==> config.mk <==
export PLATFORM = sky130hd
export DESIGN_NAME = tex_coord_wrap
export DESIGN_NICKNAME = d
export VERILOG_FILES = /design/src/rtl/tcw_pkg.sv /design/src/rtl/tcw_offset.sv /design/src/rtl/tcw_clamp.sv /design/src/rtl/tcw_wrap.sv /design/src/rtl/tex_coord_wrap.sv
export SDC_FILE = /design/constraint.sdc
export NUM_CORES = 1
export LEC_CHECK = 0
export ABC_AREA = 1
export CAP_MARGIN = 40
export CORE_MARGIN = 2
export CORE_UTILIZATION = 58
export CTS_CLUSTER_DIAMETER = 120
export DETAILED_ROUTE_END_ITERATION = 10
export DONT_BUFFER_PORTS = 1
export PLACE_DENSITY = 0.74
export SYNTH_ARGS = -nofsm -noshare
export SYNTH_HDL_FRONTEND = slang
export SYNTH_SLANG_ARGS = --single-unit
==> constraint.sdc <==
create_clock -name clk -period 5.7 [get_ports clk]
set_input_delay 0.57 -clock clk [delete_from_list [all_inputs] [get_ports clk]]
set_output_delay 0.57 -clock clk [all_outputs]
set_load 0.01 [all_outputs]
==> src/rtl/tcw_pkg.sv <==
package tcw_pkg;
  parameter int TCW_COORD_W = 16;
  parameter int TCW_FRAC_W  = 5;
  parameter int TCW_SHIFT_W = 4;
  parameter int TCW_MASK_W  = 4;
  parameter int TCW_MASK_MAX = 9;
  parameter int TCW_FLAG_W  = 4;
endpackage

==> src/rtl/tcw_offset.sv <==
module tcw_offset #(
  parameter int COORD_W = tcw_pkg::TCW_COORD_W,
  parameter int SHIFT_W = tcw_pkg::TCW_SHIFT_W,
  localparam int TILE_W = COORD_W + 1
) (
  input  logic [COORD_W-1:0] coord,
  input  logic [COORD_W-1:0] lo,
  input  logic [COORD_W-1:0] hi,
  input  logic [SHIFT_W-1:0] shamt,
  input  logic               load,
  output logic [TILE_W-1:0]  tile,
  output logic [TILE_W-1:0]  span
);
  logic signed [COORD_W-1:0] c_s;
  logic signed [COORD_W-1:0] shifted;

  always_comb begin
    c_s     = coord;
    shifted = load ? c_s : (c_s >>> shamt);
    tile    = {shifted[COORD_W-1], shifted} - {lo[COORD_W-1], lo};
    span    = {hi[COORD_W-1], hi} - {lo[COORD_W-1], lo};
  end
endmodule

==> src/rtl/tcw_clamp.sv <==
module tcw_clamp #(
  parameter int TILE_W = tcw_pkg::TCW_COORD_W + 1,
  parameter int FRAC_W = tcw_pkg::TCW_FRAC_W,
  localparam int INT_W = TILE_W - FRAC_W
) (
  input  logic [TILE_W-1:0] tile,
  input  logic [TILE_W-1:0] span,
  input  logic              clamp_en,
  input  logic              mask_zero,
  input  logic              load,
  input  logic              copy,
  output logic              under,
  output logic              over,
  output logic [INT_W-1:0]  int_part,
  output logic [FRAC_W-1:0] frac
);
  logic active;

  always_comb begin
    active = (clamp_en || mask_zero) && !load && !copy;
    under  = active && tile[TILE_W-1];
    over   = active && !tile[TILE_W-1] && ($signed(tile) > $signed(span));
    if (under) begin
      int_part = '0;
      frac     = '0;
    end else if (over) begin
      int_part = span[TILE_W-1:FRAC_W];
      frac     = '0;
    end else begin
      int_part = tile[TILE_W-1:FRAC_W];
      frac     = tile[FRAC_W-1:0];
    end
  end
endmodule

==> src/rtl/tcw_wrap.sv <==
module tcw_wrap #(
  parameter int INT_W    = tcw_pkg::TCW_COORD_W + 1 - tcw_pkg::TCW_FRAC_W,
  parameter int MASK_W   = tcw_pkg::TCW_MASK_W,
  parameter int MASK_MAX = tcw_pkg::TCW_MASK_MAX
) (
  input  logic [INT_W-1:0]  int_in,
  input  logic [MASK_W-1:0] mask,
  input  logic              mirror,
  output logic [INT_W-1:0]  texel,
  output logic              wrap
);
  logic [MASK_W-1:0] msat;
  logic [INT_W-1:0]  keep;

  assign msat = (int'(mask) > MASK_MAX) ? MASK_W'(MASK_MAX) : mask;

  for (genvar i = 0; i < INT_W; i++) begin : g_keep
    assign keep[i] = (i < int'(msat));
  end

  always_comb begin
    if (mask == '0) begin
      wrap  = 1'b0;
      texel = int_in;
    end else begin
      wrap  = int_in[msat];
      texel = (int_in & keep) ^ (keep & {INT_W{mirror && wrap}});
    end
  end
endmodule

==> src/rtl/tex_coord_wrap.sv <==
module tex_coord_wrap #(
  parameter int COORD_W  = tcw_pkg::TCW_COORD_W,
  parameter int FRAC_W   = tcw_pkg::TCW_FRAC_W,
  parameter int SHIFT_W  = tcw_pkg::TCW_SHIFT_W,
  parameter int MASK_W   = tcw_pkg::TCW_MASK_W,
  parameter int MASK_MAX = tcw_pkg::TCW_MASK_MAX,
  parameter int FLAG_W   = tcw_pkg::TCW_FLAG_W,
  localparam int TILE_W  = COORD_W + 1,
  localparam int TEX_W   = TILE_W - FRAC_W
) (
  input  logic               clk,
  input  logic               rst_n,
  input  logic               in_valid,
  output logic               in_ready,
  input  logic [COORD_W-1:0] in_coord,
  input  logic [COORD_W-1:0] tile_lo,
  input  logic [COORD_W-1:0] tile_hi,
  input  logic [SHIFT_W-1:0] shift_amt,
  input  logic [MASK_W-1:0]  mask_bits,
  input  logic               clamp_en,
  input  logic               mirror_en,
  input  logic               load_mode,
  input  logic               copy_mode,
  output logic               out_valid,
  input  logic               out_ready,
  output logic [TEX_W-1:0]   out_texel,
  output logic [FRAC_W-1:0]  out_frac,
  output logic               out_mask_en,
  output logic               out_wrap,
  output logic               out_low_ones,
  output logic               out_low_zeros
);
  logic [TILE_W-1:0] tile_v, span_v;
  logic              under_c, over_c;
  logic [TEX_W-1:0]  int_c, texel_c;
  logic [FRAC_W-1:0] frac_c;
  logic              wrap_c;
  logic              take;

  tcw_offset #(.COORD_W(COORD_W), .SHIFT_W(SHIFT_W)) u_offset (
    .coord(in_coord), .lo(tile_lo), .hi(tile_hi), .shamt(shift_amt),
    .load(load_mode), .tile(tile_v), .span(span_v)
  );

  tcw_clamp #(.TILE_W(TILE_W), .FRAC_W(FRAC_W)) u_clamp (
    .tile(tile_v), .span(span_v), .clamp_en(clamp_en),
    .mask_zero(mask_bits == '0), .load(load_mode), .copy(copy_mode),
    .under(under_c), .over(over_c), .int_part(int_c), .frac(frac_c)
  );

  tcw_wrap #(.INT_W(TEX_W), .MASK_W(MASK_W), .MASK_MAX(MASK_MAX)) u_wrap (
    .int_in(int_c), .mask(mask_bits), .mirror(mirror_en),
    .texel(texel_c), .wrap(wrap_c)
  );

  assign in_ready = !out_valid || out_ready;
  assign take     = in_valid && in_ready;

  always_ff @(posedge clk) begin
    if (!rst_n) begin
      out_valid     <= 1'b0;
      out_texel     <= '0;
      out_frac      <= '0;
      out_mask_en   <= 1'b0;
      out_wrap      <= 1'b0;
      out_low_ones  <= 1'b0;
      out_low_zeros <= 1'b0;
    end else begin
      if (in_ready) out_valid <= in_valid;
      if (take) begin
        out_texel     <= texel_c;
        out_frac      <= frac_c;
        out_mask_en   <= (mask_bits != '0);
        out_wrap      <= wrap_c;
        out_low_ones  <= &texel_c[FLAG_W-1:0];
        out_low_zeros <= ~|texel_c[FLAG_W-1:0];
      end
    end
  end


  hold_under_stall_chk: assert property (@(posedge clk) disable iff (!rst_n)
    (out_valid && !out_ready) |=> (out_valid && $stable(out_texel) && $stable(out_frac)
      && $stable(out_wrap) && $stable(out_mask_en)));

  accept_to_valid_chk: assert property (@(posedge clk) disable iff (!rst_n)
    (in_valid && in_ready) |=> out_valid);

  idle_drains_chk: assert property (@(posedge clk) disable iff (!rst_n)
    (!in_valid && in_ready) |=> !out_valid);

  under_zero_chk: assert property (@(posedge clk) disable iff (!rst_n)
    (take && under_c) |=> (out_texel == '0 && out_frac == '0));

  over_frac_chk: assert property (@(posedge clk) disable iff (!rst_n)
    (take && over_c) |=> (out_frac == '0));

  wrap_needs_mask_chk: assert property (@(posedge clk) disable iff (!rst_n)
    (out_valid && !out_mask_en) |-> !out_wrap);

  flags_exclusive_chk: assert property (@(posedge clk) disable iff (!rst_n)
    out_valid |-> !(out_low_ones && out_low_zeros));
endmodule

-- After elaboration in Yosys (flattened, before gate mapping)
Cells that the tools add are included.
- register bits: 22
- input bits: 64
- output and inout port bits: 23
- word-level logic and storage cells: 56
- add/sub/neg operators: 2
- magnitude comparators: 15
- shift-type cells: 1
- mux-type cells: 10
- bitwise gates (word level): 3
- reductions and logical operators: 18
- operators with widths (operator ; count):
    2-to-1 mux 12 bit ; 3
    subtractor 16 x 16 -> 17 bit ; 2
    bitwise AND 12 bit ; 2
    greater-than comparator 17 bit ; 1
    < comparator 3 x 4 -> 1 bit, first input constant ; 4
    < comparator 4 bit, first input constant ; 4
    2-to-1 mux 16 bit ; 1
    >>> shifter 16 x 4 -> 16 bit ; 1
    bitwise XOR 12 bit ; 1
    2-to-1 mux 5 bit ; 2
    < comparator 1 x 4 -> 1 bit, first input constant ; 2
    < comparator 2 x 4 -> 1 bit, first input constant ; 2
    logical AND 1 bit ; 7
    logical NOT 1 bit ; 5
    < comparator 4 x 5 -> 1 bit, second input constant ; 1
    binary-select mux 1 bit (select 4 bit) ; 1
    greater-than comparator 4 bit, second input constant ; 1
    logical NOT 4 bit ; 1
    2-to-1 mux 4 bit ; 1
    AND reduction 4 bit ; 1
    nonzero test 4 bit ; 1
    OR reduction 4 bit ; 1
    logical OR 1 bit ; 2
    2-to-1 mux 1 bit ; 2

-- Depth between registers and ports, before layout
- depth after elaboration: 16
- mapped depth: 48
- mapped depth without buffers: 47

-- Modules after synthesis
A second synthesis with hierarchy kept.
- cell total of the unflattened synthesis: 979
- area total of the unflattened synthesis: 5326.4 um^2
- by module, submodules not included (module ; instances ; cells an instance ; area each (um^2) ; sequential area each (um^2)):
    tcw_offset ; 1 ; 551 ; 2796.4 ; 0.0
    tex_coord_wrap ; 1 ; 149 ; 1066.0 ; 440.4
    tcw_clamp ; 1 ; 179 ; 915.9 ; 0.0
    tcw_wrap ; 1 ; 100 ; 548.0 ; 0.0

-- Worst setup path before layout
No wires, ideal clock.
- kind: input port to flip-flop
- start: input shift_amt[1]
- end: register out_low_zeros
- setup time: 0.072 ns
- arrival time: 5.186 ns
- data required time: 5.628 ns
- slack: 0.441 ns
- stages on the path: 36
- path buffers: 2
- cells stage by stage: inv_1 > buf_1 > mux2i_1 > mux2i_1 > nand2_1 > o2bb2ai_1 > ha_1 > inv_1 > fa_1 > nand3_1 > nand2_1 > nand3_1 > nand3_1 > a21oi_1 > o21bai_1 > xor2_1 > inv_1 > ha_1 > a21oi_1 > o21bai_1 > a21oi_1 > nand3_2 > nand3_4 > buf_6 > nand3_1 > nand3_1 > nand2_1 > o21ai_1 > nand2_1 > nor2_4 > nand3_2 > nand2_1 > nand3_2 > nor2_1 > nand2_1 > a21oi_1
- cells in the longest elaborated chain, start to end: 16
- elaborated cells on any way between the ends: 19
- classes of those cells: add/sub: 1; order compare: 1; shift: 1; mux: 6; bitwise: 3; reduce/logical: 7
- ends and longest elaborated chain (what ; RTL line ; source):
    start: declaration ; tex_coord_wrap.sv:18 ; input logic [SHIFT_W-1:0] shift_amt,
    >>> shifter 16 x 4 -> 16 bit (*) ; tcw_offset.sv:19 ; shifted = load ? c_s : (c_s >>> shamt);
    2-to-1 mux 16 bit (*) ; tcw_offset.sv:19 ;
    subtractor 16 x 16 -> 17 bit (*) ; tcw_offset.sv:20 ; tile = {shifted[COORD_W-1], shifted} - {lo[COORD_W-1], lo};
    branches (longest 4 deep; another with greater-than comparator 17 bit) ; - ;
    2-to-1 mux 12 bit (*) ; tcw_clamp.sv:23 ; if (under) begin
    binary-select mux 1 bit (select 4 bit) ; tcw_wrap.sv:26 ; wrap = int_in[msat];
    2-to-1 mux 1 bit (implied by the code) ; tcw_wrap.sv:26 ;
    logical AND 1 bit ; tcw_wrap.sv:27 ; texel = (int_in & keep) ^ (keep & {INT_W{mirror && wrap}});
    bitwise AND 12 bit ; tcw_wrap.sv:27 ;
    bitwise XOR 12 bit ; tcw_wrap.sv:27 ;
    2-to-1 mux 12 bit (*) ; tcw_wrap.sv:22 ; if (mask == '0) begin
    OR reduction 4 bit (*) ; tex_coord_wrap.sv:76 ; out_low_zeros <= ~|texel_c[FLAG_W-1:0];
    logical NOT 1 bit (*) ; tex_coord_wrap.sv:76 ;
    end signal: assignment ; tex_coord_wrap.sv:76 ;
    end: declaration ; tex_coord_wrap.sv:31 ; output logic out_low_zeros
Every way passes the cells marked *. The select of a mux whose other input is x is not followed.
A chain may end at the register's enable or synchronous reset.

-- Worst setup path after layout
- start: input shift_amt[0]
- end: register out_low_zeros
The elaborated chain is that of the path after synthesis.

==> results.toml <==
[cts]
cts.sink_count = 22
clk_path_buf_depth = 2
clock_latency_ns = 0.26
post_cts_clock_slew_at_the_launch_and_capture_registers_of_the_worst_setup_and_hold_paths_ns = 0.08
numCtsBuffers = 3
cts_tree = "yes"
cts_htree_levels = 1
ctsRootBufferMaster = "sky130_fd_sc_hd__clkbuf_8"

[synth]
synth_nets = 822
synth_xor_xnor_area_share_pct = 5.87
ys_async_rst_share_pct = 0
ys.flop_type = "sky130_fd_sc_hd__dfxtp_1"
yosys_warnings = 0
synth_mux_area_share_pct = 1.44
synth_seq_area_share_pct = 10.5
synth_fa_ha_area_share_pct = 15.3
number_of_cells_produced_by_synthesis = 708
combinational_family_with_the_most_area_after_synthesis = "simple AND/OR/NAND/NOR gates"
post_synth_num_cell_types = 46
yosys-top-cells-area = "sky130_fd_sc_hd__nand2_1 (18%), sky130_fd_sc_hd__ha_1 (14%), sky130_fd_sc_hd__dfxtp_1 (11%), sky130_fd_sc_hd__inv_1 (9.0%), sky130_fd_sc_hd__a21oi_1 (7.8%)"
synth_top_area_cell = "sky130_fd_sc_hd__nand2_1"
yosys_register_bits = 22
post_synthesis_mean_instance_area_um2 = 5.90
synth-edff-count = 0
synth-simple-area-share_pct = 36.3
post_synth_design_cell_area_um2 = 4180
synth-compound-area-share_pct = 19.3
synth_largest_type_area_fraction_pct = 18.3

[power_and_ir_drop]
internal_power_contribution_mw = 0.621
report.power.total_mw = 1.20
proportion_of_power_drawn_by_the_clock_network_pct = 12.2
power_leakage_nw = 2.59
power.net_switching_mw = 0.574
p_per_area_nw_per_um2 = 240
switching_share_pct = 48.0
pwr-share-comb_pct = 72.2
power.sequential.fraction_pct = 15.6
power.ir.vdd_worst_mv = 0.0847

[sta]
finalHoldViolations = 0
clock.fmax_mhz = 182
post-route-worst-setup-slack_ns = 0.209
post-route-min-period_ns = 5.49
final_max_slew_viol_count = 0
period_share_pct = 96.3
worst_pin_slew_ns = 0.735
worst_clock_skew_ns = 0.00196
setup-tns-final_ns = 0
slew-limit-headroom_pct = 50.9
setup_violations = 0

[global_route]
grt_pass1_vias = 4347
largest_net_degree_at_the_start_of_global_routing = 24
grt_overflow_total = 0
antenna_found_initial = 0
gr-usage-all-layers_pct = 31.3
grt_first_pass_wirelength_um = 19700

[die]
io_pins = 87
core_ar_um2 = 6870
die_w_um = 88.9
chipHeight_um = 88.9
die_area_um2 = 7900
placementRows = 30
start_util_pct = 60.8

[final_layout]
layout.core_utilization_pct = 72.7
nets = 860
antenna_cells = 0
area_growth_syn_to_layout_pct = 19.5
multi_input_comb_area_um2 = 3600
seq_area_um2 = 440
final_area_um2 = 4990
post_route_cells_drive_above_1_share_pct = 18.8
num-fill-cells = 598

[placed_design]
placedInstanceArea_um2 = 4420
place_ws_ns = -0.271
detailedPlacementHpwl_um = 10400
gp_routability_congestion = 0.949
io_buffer_count = 0

[setup_path]
cp_common_cell = "sky130_fd_sc_hd__nand2_1"
critPathArrivalTime_ns = 5.62
timing.critical_path.slowest_cell_delay_ns = 0.25
critPathRequiredTime_ns = 5.83
setup.worst_path.end_class = "flop"
worst_setup_path_type = "in2reg"
critical_path.startpoint_type = "primary input"
critical_path.slowest_cell = "sky130_fd_sc_hd__ha_4"
critical_path_peak_fanout = 23

[routing]
detailedRoute.firstPassIterationCount = 5
avgViaCountPerCell = 5.89
wl_per_cell_um = 15.8
vias = 4957
postRouteAntennaNets = 0
drt_first_iter_violations = 239
drc = 0
wirelength_um = 13300

[outcome]
outcome = "complete, no violations"

[flow_run]
timing.max_cap.violations = 0

[hold_path]
worstHoldPathType = "in2reg"
-- cell type report --
class | count | share of cell area (%)
Timing Repair inverter | 1 | 0.100
Timing Repair Buffer | 46 | 7.07
Clock buffer | 3 | 0.827
Tap cell | 96 | 2.41
Clock inverter | 1 | 0.602
Multi-Input combinational cell | 566 | 72.0
Sequential cell | 22 | 8.82
Inverter | 106 | 8.12
-- kinds of logic (layout without fill, tap and decap cells) --
group,Yosys count,in the layout
buf+inv,122,157
fa+ha+maj,50,50
mux,6,6
compound gates,142,142
simple gates,338,340
xor+xnor,28,28
flops,22,22
-- cell usage after synthesis (6+ instances only) --
cell type	number
sky130_fd_sc_hd__a22oi_1	11
sky130_fd_sc_hd__o21ai_0	37
sky130_fd_sc_hd__nor2_1	36
sky130_fd_sc_hd__nand4_1	21
sky130_fd_sc_hd__inv_1	100
sky130_fd_sc_hd__nand3_1	48
sky130_fd_sc_hd__a21oi_1	65
sky130_fd_sc_hd__dfxtp_1	22
sky130_fd_sc_hd__xnor2_1	7
sky130_fd_sc_hd__ha_1	48
sky130_fd_sc_hd__clkbuf_1	10
sky130_fd_sc_hd__nand2_1	204
sky130_fd_sc_hd__mux2i_1	6
sky130_fd_sc_hd__xor2_1	21
-- repair_timing --
item	in CTS	in global routing
gates cloned	0	3
hold buffers	0	0
endpoints found under the hold margin	0	0
endpoints found under the setup margin	1	12
pin swaps	1	42
resized for setup	1	91
setup buffers	0	21
-- path summary, 6_finish.rpt --
path	depth (start not counted)	from	endpoint	slack [ns]
worst max-delay path	40	shift_amt[0]	out_low_zeros$_SDFFE_PN0P_	0.21
worst min-delay path	2	rst_n	out_mask_en$_SDFFE_PN0P_	0.45
worst max register to register	7	out_valid$_SDFFE_PN0N_	out_low_zeros$_SDFFE_PN0P_	3.58
worst min register to register	2	out_frac[3]$_SDFFE_PN0P_	out_frac[3]$_SDFFE_PN0P_	0.51
-- layer usage --
layer | wire [um] | share of wire (%) | vias up | GRT usage, %
li1 | - | - | 2431 | -
met1 | 5360 | 40 | 2259 | 37.9
met2 | 6480 | 49 | 222 | 56.8
met3 | 828 | 6.2 | 45 | 2.52
met4 | 576 | 4.3 | 0 | 12.3
met5 | 0 | 0 | - | 0
-- metrics by stage --
step / std cells / hold WS [ns]
floorplan: 708 / 0.490
global placement: 813 / 0.500
detailed placement: 813 / 0.504
CTS: 817 / 0.451
global route: 841 / 0.451
finish: 841 / 0.450
-- layout by cell type (no fill, tap or decap), types with 5 or more instances in the layout --
master and instances:
sky130_fd_sc_hd__xor2_1 19, sky130_fd_sc_hd__mux2i_1 5, sky130_fd_sc_hd__a21oi_2 10, sky130_fd_sc_hd__o21ai_0 18
sky130_fd_sc_hd__nand2_2 19, sky130_fd_sc_hd__dfxtp_1 22, sky130_fd_sc_hd__o21ai_1 14, sky130_fd_sc_hd__inv_2 7
sky130_fd_sc_hd__nand3_4 7, sky130_fd_sc_hd__buf_4 44, sky130_fd_sc_hd__ha_1 43, sky130_fd_sc_hd__nor2_2 6
sky130_fd_sc_hd__xnor2_1 5, sky130_fd_sc_hd__nand3_1 41, sky130_fd_sc_hd__a21oi_1 56, sky130_fd_sc_hd__o21bai_1 5
sky130_fd_sc_hd__inv_1 95, sky130_fd_sc_hd__nand3_2 7, sky130_fd_sc_hd__nor2_1 32, sky130_fd_sc_hd__o21ai_2 6
sky130_fd_sc_hd__nand2_1 188, sky130_fd_sc_hd__nand4_1 21, sky130_fd_sc_hd__a22oi_1 11
-- critical path: cells and delay by family --
kind	cells	cell delay (ns)
and+or+nand+nor	20	1.98
adders and majority gates	3	0.67
AOI/OAI and AO/OA	10	1.21
muxes	1	0.23
buffers and inverters	5	0.69
xor gates and xnor gates	1	0.23
-- sequential cells by signal (all words and copies together), names as in the netlist --
name and flops:
out_wrap 1, out_mask_en 1, out_frac 5, out_low_zeros 1
out_valid 1, out_low_ones 1, out_texel 12
-- power by group through the flow --
stage                     Combinational, mW  Sequential [mW]  Clock (mW)
after global routing                  0.949            0.189       0.152
after CTS                             0.698            0.187       0.147
after detailed placement              0.693            0.190           0
after global placement                0.679            0.190           0
final                                 0.863            0.187       0.146
after floorplan                       0.508            0.187           0
No activity file was read; power rests on OpenSTA's default activity.
